$ cat src/rtl/trig_arb_pkg.sv
package trig_arb_pkg;

   localparam int EDGE_CNT = 16;
   localparam int MAX_PINS = 8;

   // Vector of the edge at arbitration rank r (rank 0 wins).
   // Even ranks are falling edges, odd ranks rising edges, pin = r/2.
   function automatic logic [3:0] vec_of_rank(input int rank);
      int pin;
      int rise;
      pin  = rank / 2;
      rise = rank % 2;
      return 4'((pin / 4) * 8 + rise * 4 + (pin % 4));
   endfunction

endpackage

$ cat src/rtl/trig_debounce.sv
module trig_debounce #(
   parameter int   SYNC_STAGES = 2,
   parameter int   SHORT_LEN   = 1200,
   parameter int   LONG_LEN    = 150000,
   parameter logic IDLE_LEVEL  = 1'b1
) (
   input  logic clk,
   input  logic rst_n,
   input  logic pin_i,
   input  logic long_i,
   output logic level_o
);
   localparam int CNT_W = $clog2(LONG_LEN + 1);

   if (SYNC_STAGES < 2) begin : g_bad_sync
      $error("trig_debounce: SYNC_STAGES must be at least 2");
   end
   if (SHORT_LEN < 1 || LONG_LEN < SHORT_LEN) begin : g_bad_len
      $error("trig_debounce: need 1 <= SHORT_LEN <= LONG_LEN");
   end

   logic [SYNC_STAGES-1:0] sync_q;
   logic [CNT_W-1:0]       cnt_q;
   logic [CNT_W-1:0]       cnt_nxt;
   logic [CNT_W-1:0]       limit;
   logic                   level_q;
   logic                   samp;

   assign samp    = sync_q[SYNC_STAGES-1];
   assign limit   = long_i ? CNT_W'(LONG_LEN) : CNT_W'(SHORT_LEN);
   assign cnt_nxt = cnt_q + 1'b1;

   always_ff @(posedge clk or negedge rst_n) begin
      if (!rst_n) begin
         sync_q <= {SYNC_STAGES{IDLE_LEVEL}};
      end else begin
         sync_q <= {sync_q[SYNC_STAGES-2:0], pin_i};
      end
   end

   always_ff @(posedge clk or negedge rst_n) begin
      if (!rst_n) begin
         level_q <= IDLE_LEVEL;
         cnt_q   <= '0;
      end else if (samp == level_q) begin
         cnt_q   <= '0;
      end else if (cnt_nxt >= limit) begin
         level_q <= samp;
         cnt_q   <= '0;
      end else begin
         cnt_q   <= cnt_nxt;
      end
   end

   assign level_o = level_q;

endmodule

$ cat src/rtl/trig_edge_qual.sv
module trig_edge_qual #(
   parameter int   NUM_PINS   = 8,
   parameter logic IDLE_LEVEL = 1'b1
) (
   input  logic                clk,
   input  logic                rst_n,
   input  logic [NUM_PINS-1:0] level_i,
   input  logic [15:0]         en_i,
   output logic [15:0]         hit_o
);
   logic [NUM_PINS-1:0] prev_q;

   always_ff @(posedge clk or negedge rst_n) begin
      if (!rst_n) begin
         prev_q <= {NUM_PINS{IDLE_LEVEL}};
      end else begin
         prev_q <= level_i;
      end
   end

   for (genvar p = 0; p < trig_arb_pkg::MAX_PINS; p++) begin : g_pin
      localparam int FV = (p / 4) * 8 + (p % 4);
      localparam int RV = FV + 4;
      if (p < NUM_PINS) begin : g_used
         assign hit_o[FV] =  prev_q[p] & ~level_i[p] & en_i[FV];
         assign hit_o[RV] = ~prev_q[p] &  level_i[p] & en_i[RV];
      end else begin : g_unused
         assign hit_o[FV] = 1'b0;
         assign hit_o[RV] = 1'b0;
      end
   end

endmodule

$ cat src/rtl/trig_prio_pick.sv
module trig_prio_pick (
   input  logic [15:0] pend_i,
   output logic        any_o,
   output logic [3:0]  vec_o
);
   import trig_arb_pkg::*;

   always_comb begin
      any_o = 1'b0;
      vec_o = '0;
      for (int r = EDGE_CNT - 1; r >= 0; r--) begin
         if (pend_i[vec_of_rank(r)]) begin
            any_o = 1'b1;
            vec_o = vec_of_rank(r);
         end
      end
   end

endmodule

$ cat src/rtl/trig_vec_arb.sv
module trig_vec_arb #(
   parameter int   NUM_PINS    = 8,
   parameter int   VEC_W       = 11,
   parameter int   INIT_VEC    = 32,
   parameter int   SYNC_STAGES = 2,
   parameter int   DEB_SHORT   = 1200,
   parameter int   DEB_LONG    = 150000,
   parameter logic IDLE_LEVEL  = 1'b1
) (
   input  logic                clk,
   input  logic                rst_n,
   input  logic                init_req_i,
   input  logic [NUM_PINS-1:0] trig_i,
   input  logic                deb_long_i,
   input  logic                en_lo_we_i,
   input  logic [7:0]          en_lo_i,
   input  logic                en_hi_we_i,
   input  logic [7:0]          en_hi_i,
   input  logic                jmp_req_i,
   input  logic [VEC_W-1:0]    jmp_vec_i,
   output logic                vec_valid_o,
   output logic [VEC_W-1:0]    vec_o,
   input  logic                vec_ack_i
);
   import trig_arb_pkg::*;

   if (NUM_PINS < 1 || NUM_PINS > MAX_PINS) begin : g_bad_pins
      $error("trig_vec_arb: NUM_PINS out of range");
   end
   if (INIT_VEC < EDGE_CNT || INIT_VEC >= (1 << VEC_W)) begin : g_bad_init
      $error("trig_vec_arb: INIT_VEC must be above the edge vectors and fit VEC_W");
   end

   // enable registers
   logic [7:0]  en_lo_q, en_hi_q;
   logic [15:0] en_all;

   always_ff @(posedge clk or negedge rst_n) begin
      if (!rst_n) begin
         en_lo_q <= 8'hFF;
         en_hi_q <= 8'hFF;
      end else begin
         if (en_lo_we_i) en_lo_q <= en_lo_i;
         if (en_hi_we_i) en_hi_q <= en_hi_i;
      end
   end
   assign en_all = {en_hi_q, en_lo_q};

   // debounce per pin
   logic [NUM_PINS-1:0] level;

   for (genvar p = 0; p < NUM_PINS; p++) begin : g_deb
      trig_debounce #(
         .SYNC_STAGES (SYNC_STAGES),
         .SHORT_LEN   (DEB_SHORT),
         .LONG_LEN    (DEB_LONG),
         .IDLE_LEVEL  (IDLE_LEVEL)
      ) deb_i (
         .clk     (clk),
         .rst_n   (rst_n),
         .pin_i   (trig_i[p]),
         .long_i  (deb_long_i),
         .level_o (level[p])
      );
   end

   // edge detection and enable qualification
   logic [15:0] hit;

   trig_edge_qual #(
      .NUM_PINS   (NUM_PINS),
      .IDLE_LEVEL (IDLE_LEVEL)
   ) edge_i (
      .clk     (clk),
      .rst_n   (rst_n),
      .level_i (level),
      .en_i    (en_all),
      .hit_o   (hit)
   );

   // pending state
   logic             pend_init;
   logic [15:0]      pend_edge;
   logic             pend_jmp;
   logic [VEC_W-1:0] jmp_vec_q;
   logic             pick_any;
   logic [3:0]       pick_vec;

   trig_prio_pick pick_i (
      .pend_i (pend_edge),
      .any_o  (pick_any),
      .vec_o  (pick_vec)
   );

   logic             out_valid_q;
   logic [VEC_W-1:0] out_vec_q;
   logic             take;
   logic             grant_init, grant_edge, grant_jmp;
   logic [15:0]      edge_clr;

   always_comb begin
      take       = !out_valid_q || vec_ack_i;
      grant_init = take && pend_init;
      grant_edge = take && !pend_init && pick_any;
      grant_jmp  = take && !pend_init && !pick_any && pend_jmp;
      edge_clr   = grant_edge ? (16'h0001 << pick_vec) : 16'h0000;
   end

   always_ff @(posedge clk or negedge rst_n) begin
      if (!rst_n) begin
         pend_init <= 1'b1;
         pend_edge <= '0;
      end else begin
         pend_init <= (pend_init && !grant_init) || init_req_i;
         pend_edge <= (pend_edge & ~edge_clr) | hit;
      end
   end

   always_ff @(posedge clk or negedge rst_n) begin
      if (!rst_n) begin
         pend_jmp  <= 1'b0;
         jmp_vec_q <= '0;
      end else if (jmp_req_i && (!pend_jmp || grant_jmp)) begin
         pend_jmp  <= 1'b1;
         jmp_vec_q <= jmp_vec_i;
      end else if (grant_jmp) begin
         pend_jmp  <= 1'b0;
      end
   end

   // output slot
   always_ff @(posedge clk or negedge rst_n) begin
      if (!rst_n) begin
         out_valid_q <= 1'b0;
         out_vec_q   <= '0;
      end else if (take) begin
         out_valid_q <= grant_init || grant_edge || grant_jmp;
         if (grant_init) begin
            out_vec_q <= VEC_W'(INIT_VEC);
         end else if (grant_edge) begin
            out_vec_q <= VEC_W'(pick_vec);
         end else if (grant_jmp) begin
            out_vec_q <= jmp_vec_q;
         end
      end
   end

   assign vec_valid_o = out_valid_q;
   assign vec_o       = out_vec_q;

endmodule

$ cat config.mk
export PLATFORM = sky130hd
export DESIGN_NAME = trig_vec_arb
export DESIGN_NICKNAME = d
export VERILOG_FILES = /design/src/rtl/trig_arb_pkg.sv /design/src/rtl/trig_debounce.sv /design/src/rtl/trig_edge_qual.sv /design/src/rtl/trig_prio_pick.sv /design/src/rtl/trig_vec_arb.sv
export SDC_FILE = /design/constraint.sdc
export NUM_CORES = 1
export LEC_CHECK = 0
export BUFFER_PORTS_ARGS = -buffer_cell sky130_fd_sc_hd__clkbuf_2
export CAP_MARGIN = 10
export CORE_MARGIN = 1.5
export CORE_UTILIZATION = 45
export CTS_BUF_LIST = sky130_fd_sc_hd__clkbuf_2
export CTS_CLUSTER_DIAMETER = 60
export DETAILED_ROUTE_END_ITERATION = 16
export RECOVER_POWER = 25
export SLEW_MARGIN = 20
export SYNTH_ARGS = -nofsm -noshare
export SYNTH_HDL_FRONTEND = slang
export SYNTH_HIERARCHICAL = 1
export SYNTH_SLANG_ARGS = --single-unit
$ cat constraint.sdc
create_clock -name clk -period 3.9 [get_ports clk]
set_clock_uncertainty 0.2 [all_clocks]
set_input_delay 0.39 -clock clk [delete_from_list [all_inputs] [get_ports clk]]
set_output_delay 0.39 -clock clk [all_outputs]
set_load 0.05 [all_outputs]
==> qor.csv <==
stage;metric;value;unit
placed_design;post-place-ws;0.432;ns
sta;rsz0062_at_grt;false;
logic_synthesis;syn_area;14500;um^2
floorplanning;io_pins;55;
clock_network;path_clk_slew;0.11;ns
worst_setup_path;path_cells;ha_1 -> nand4_1 -> nor2_1 -> xor2_1 -> ha_1 -> a311oi_1 -> a31oi_1 -> a221oi_4 -> a31oi_4 -> nor4_1;
logic_synthesis;synth_top_family_by_area;simple AND/OR/NAND/NOR gates;
route;initialDrtViolationCount;591;
sta;timing.fmax;0.285;GHz
pwr;seqPwrFrac;48.8;%
logic_synthesis;syn_inst;1392;
pwr;power_switching_share;33.1;%
finish;design_area;16400;um^2
finish;areaGrowthSynthToFinish;13.4;%
worst_setup_path;cp_slowest_cell;dfrtp_1;
logic_synthesis;muxShareOfSynthArea;1.55;%
global_route;grt_max_degree;80;
clock_network;htreeDepth;3;
logic_synthesis;synth.avg_cell_area;10.4;um^2
clock_network;cts_setup_buffers;0;
worst_setup_path;crit_family;compound AO/OA/AOI/OAI gates;
floorplanning;rows;65;
floorplanning;chipWidth;182;um
global_route;grt_use_total;20.4;%
worst_setup_path;crit_buf_inv;0;
clock_network;insertion_delay;0.83;ns
logic_synthesis;synth-xor-area-share;8.71;%
logic_synthesis;synthArstFlopShare;100;%
route;via_per_inst;5.54;
sta;worst_slack;0.394;ns
sta;relSlewSlack;-9.93;%
finish;fill_cells;2906;
global_route;grt_overflow;0;
clock_network;hold_buffers;88;
worst_setup_path;startpoint_type;flop;
sta;worst_slew_pin_slew;1.65;ns
logic_synthesis;synth_fp_nets;1499;
route;drc;0;
placed_design;place.gp.congestion;0.833;
floorplanning;die_h;182;um
pwr;clkPwrFrac;33.3;%
worst_setup_path;critPathKind;flop to flop;
sta;setup_violations;0;
pwr;ir_drop;0.241;mV
clock_network;cts_inserted_buffers;67;
clock_network;cts_tree;built;
worst_setup_path;required;4.38;ns
logic_synthesis;synth_fa_ha_area_share;5.53;%
clock_network;cts-root-buf;clkbuf_2;
pwr;p_leak;7.15;nW
route;dr.pass1.iters;5;
placed_design;place_hpwl;21.9;mm
worst_setup_path;worstPathMaxFanout;17;
floorplanning;design.core.area;31600;um^2
route;wl;32.6;mm
logic_synthesis;yosysWarnings;6;
finish;drive_above_1_share;23.0;%
worst_setup_path;critPathMaxStageDelay;0.45;ns
sta;final-max-slew-violation-count;68;
global_route;antenna_found_initial;1;
floorplanning;initial_utilization;45.8;%
hold_path;hold_class;flop to flop;
sta;hold_viol;0;
pwr;combPwrFrac;18.0;%
placed_design;place_area;14900;um^2
logic_synthesis;synth-seq-cells;233;
finish;nNetsFinal;1665;
sta;finalSetupTns;0;ns
sta;fin_crit_sh;89.9;%
route;postRouteAntennaNets;0;
status;violations;max-capacitance violations, max-slew violations;
worst_setup_path;cp_data_arrival_time;3.98;ns
flow_run;cap_violations;1;
logic_synthesis;synthFlopType;dfrtp_1;
placed_design;portBuffers;54;
worst_setup_path;cp_common_cell;ha_1;
logic_synthesis;synthSimpleGateAreaFrac;27.5;%
route;post_drt_wl_per_cell;16.2;um
logic_synthesis;synth.distinct_cells;79;
clock_network;clock_path_buffers;3;
logic_synthesis;synth_compound_area_share;11.4;%
route;vias;11153;
clock_network;cts_resized;0;
worst_setup_path;cp-end-kind;flop;
logic_synthesis;synth-edff-count;0;
pwr;p_int;3.87;mW
pwr;cellPowerDensity;352;nW/um^2
floorplanning;die_area;33300;um^2
status;status;complete, but fails checks;
sta;finalCriticalPeriod;3.51;ns
pwr;p_sw;1.91;mW
global_route;first_global_vias;11360;
clock_network;cts_sinks;233;
global_route;grt_pass1_wl;56.1;mm
logic_synthesis;ys_seq_area_share;40.7;%
cells in the mapped netlist, drive strengths merged (35+ instances only):
library cell  instances  share of area (%)
buf                  46                3.0
dfrtp               184                 32
dfstp                49                8.9
ha                   64                5.5
inv                  42                1.1
nand2               117                3.0
nand3                67                2.5
nand4                53                2.3
nor2                 97                2.5
nor3                 88                4.5
nor4                 67                5.0
o211ai               35                1.8
xnor2                78                4.7
xor2                 66                4.0
flip-flops by register name, summed over array words and instances, names as in the netlist:
register and cells:
g_deb.deb_i/cnt_q 144, pend_init 1, g_deb.deb_i/level_o 8, g_deb.deb_i/sync_q 16, jmp_vec_q 11, vec_o 11, en_lo_q 8, vec_valid_o 1
pend_edge 16, en_hi_q 8, edge_i/prev_q 8, pend_jmp 1
worst paths after layout:
check | cells after the start | end | slack (ns) | from
max in group asynchronous | 4 | g_deb[6].deb_i/cnt_q[9] | 0.54 | rst_n
worst max register to register | 10 | g_deb[6].deb_i/cnt_q[9] | 0.39 | g_deb[6].deb_i/cnt_q[0]
worst min register to register | 0 | g_deb[0].deb_i/sync_q[1] | 0.16 | g_deb[0].deb_i/sync_q[0]
worst max-delay path | 10 | g_deb[6].deb_i/cnt_q[9] | 0.39 | g_deb[6].deb_i/cnt_q[0]
min in group asynchronous | 3 | g_deb[7].deb_i/level_o | 1.17 | rst_n
worst min-delay path | 0 | g_deb[0].deb_i/sync_q[1] | 0.16 | g_deb[0].deb_i/sync_q[0]
layout make-up:
type                       instances  area, um^2  area share (%)
timing repair buffer             161        1300            7.91
inverter                          42         158           0.960
clock buffer                     103         515            3.14
clock inverter                    19         128           0.777
sequential                       233        5890            35.9
antenna                            1        2.50          0.0152
multi-input combinational       1053        7930            48.3
tap                              402         503            3.06
power by group through the flow:
stage | clock [mW] | combinational (mW) | sequential, mW
floorplan | 0 | 0.649 | 2.85
global placement | 0 | 0.950 | 2.86
detailed placement | 0 | 0.971 | 2.87
CTS | 2.02 | 1.05 | 2.83
global route | 2.14 | 1.15 | 2.85
finish | 1.92 | 1.04 | 2.82
cell usage in the layout (no fill, tap or decap), drive strengths merged, types with 17 or more instances in the layout:
cell type,netlist,layout
ha,64,64
dfstp,49,49
a31oi,18,18
a21oi,26,26
mux2,20,20
nand3,67,67
and2,21,21
nand2b,24,24
nand2,117,117
o211ai,35,35
xor2,66,66
o21ai,26,26
nand4,53,53
dfrtp,184,184
inv,42,46
buf,46,17
xnor2,78,78
nor3,88,88
nor4,67,67
nor2,97,97
clkbuf,18,160
and3,25,25
dlygate4sd3,0,87
through the flow:
step           util (%)  hold WS, ns  cells  power [mW]
3_5_place_dp       47.2        0.147   1803        3.84
2_1_floorplan         -       -0.106   1392        3.50
6_report           51.9        0.160   2014        5.78
3_3_place_gp       47.2        0.146   1803        3.81
4_1_cts            52.0        0.161   2013        5.90
5_1_grt            51.9        0.166   2014        6.15
kinds of logic after synthesis:
group | after synthesis
and+or+nand+nor | 634
AOI/OAI and AO/OA | 191
adders and majority gates | 64
muxes | 20
buffers and inverters | 106
DFF | 233
xor gates and xnor gates | 144
metal layers:
metal | GRT usage, % | up-vias | part of all wire (%)
met2 | 32.6 | 211 | 46
met1 | 27.2 | 5388 | 47
met5 | 0 | - | 0
met4 | 8.86 | 0 | 3.4
met3 | 3.59 | 75 | 3.8
li1 | - | 5479 | -
Power figures use the tool's default switching activity.
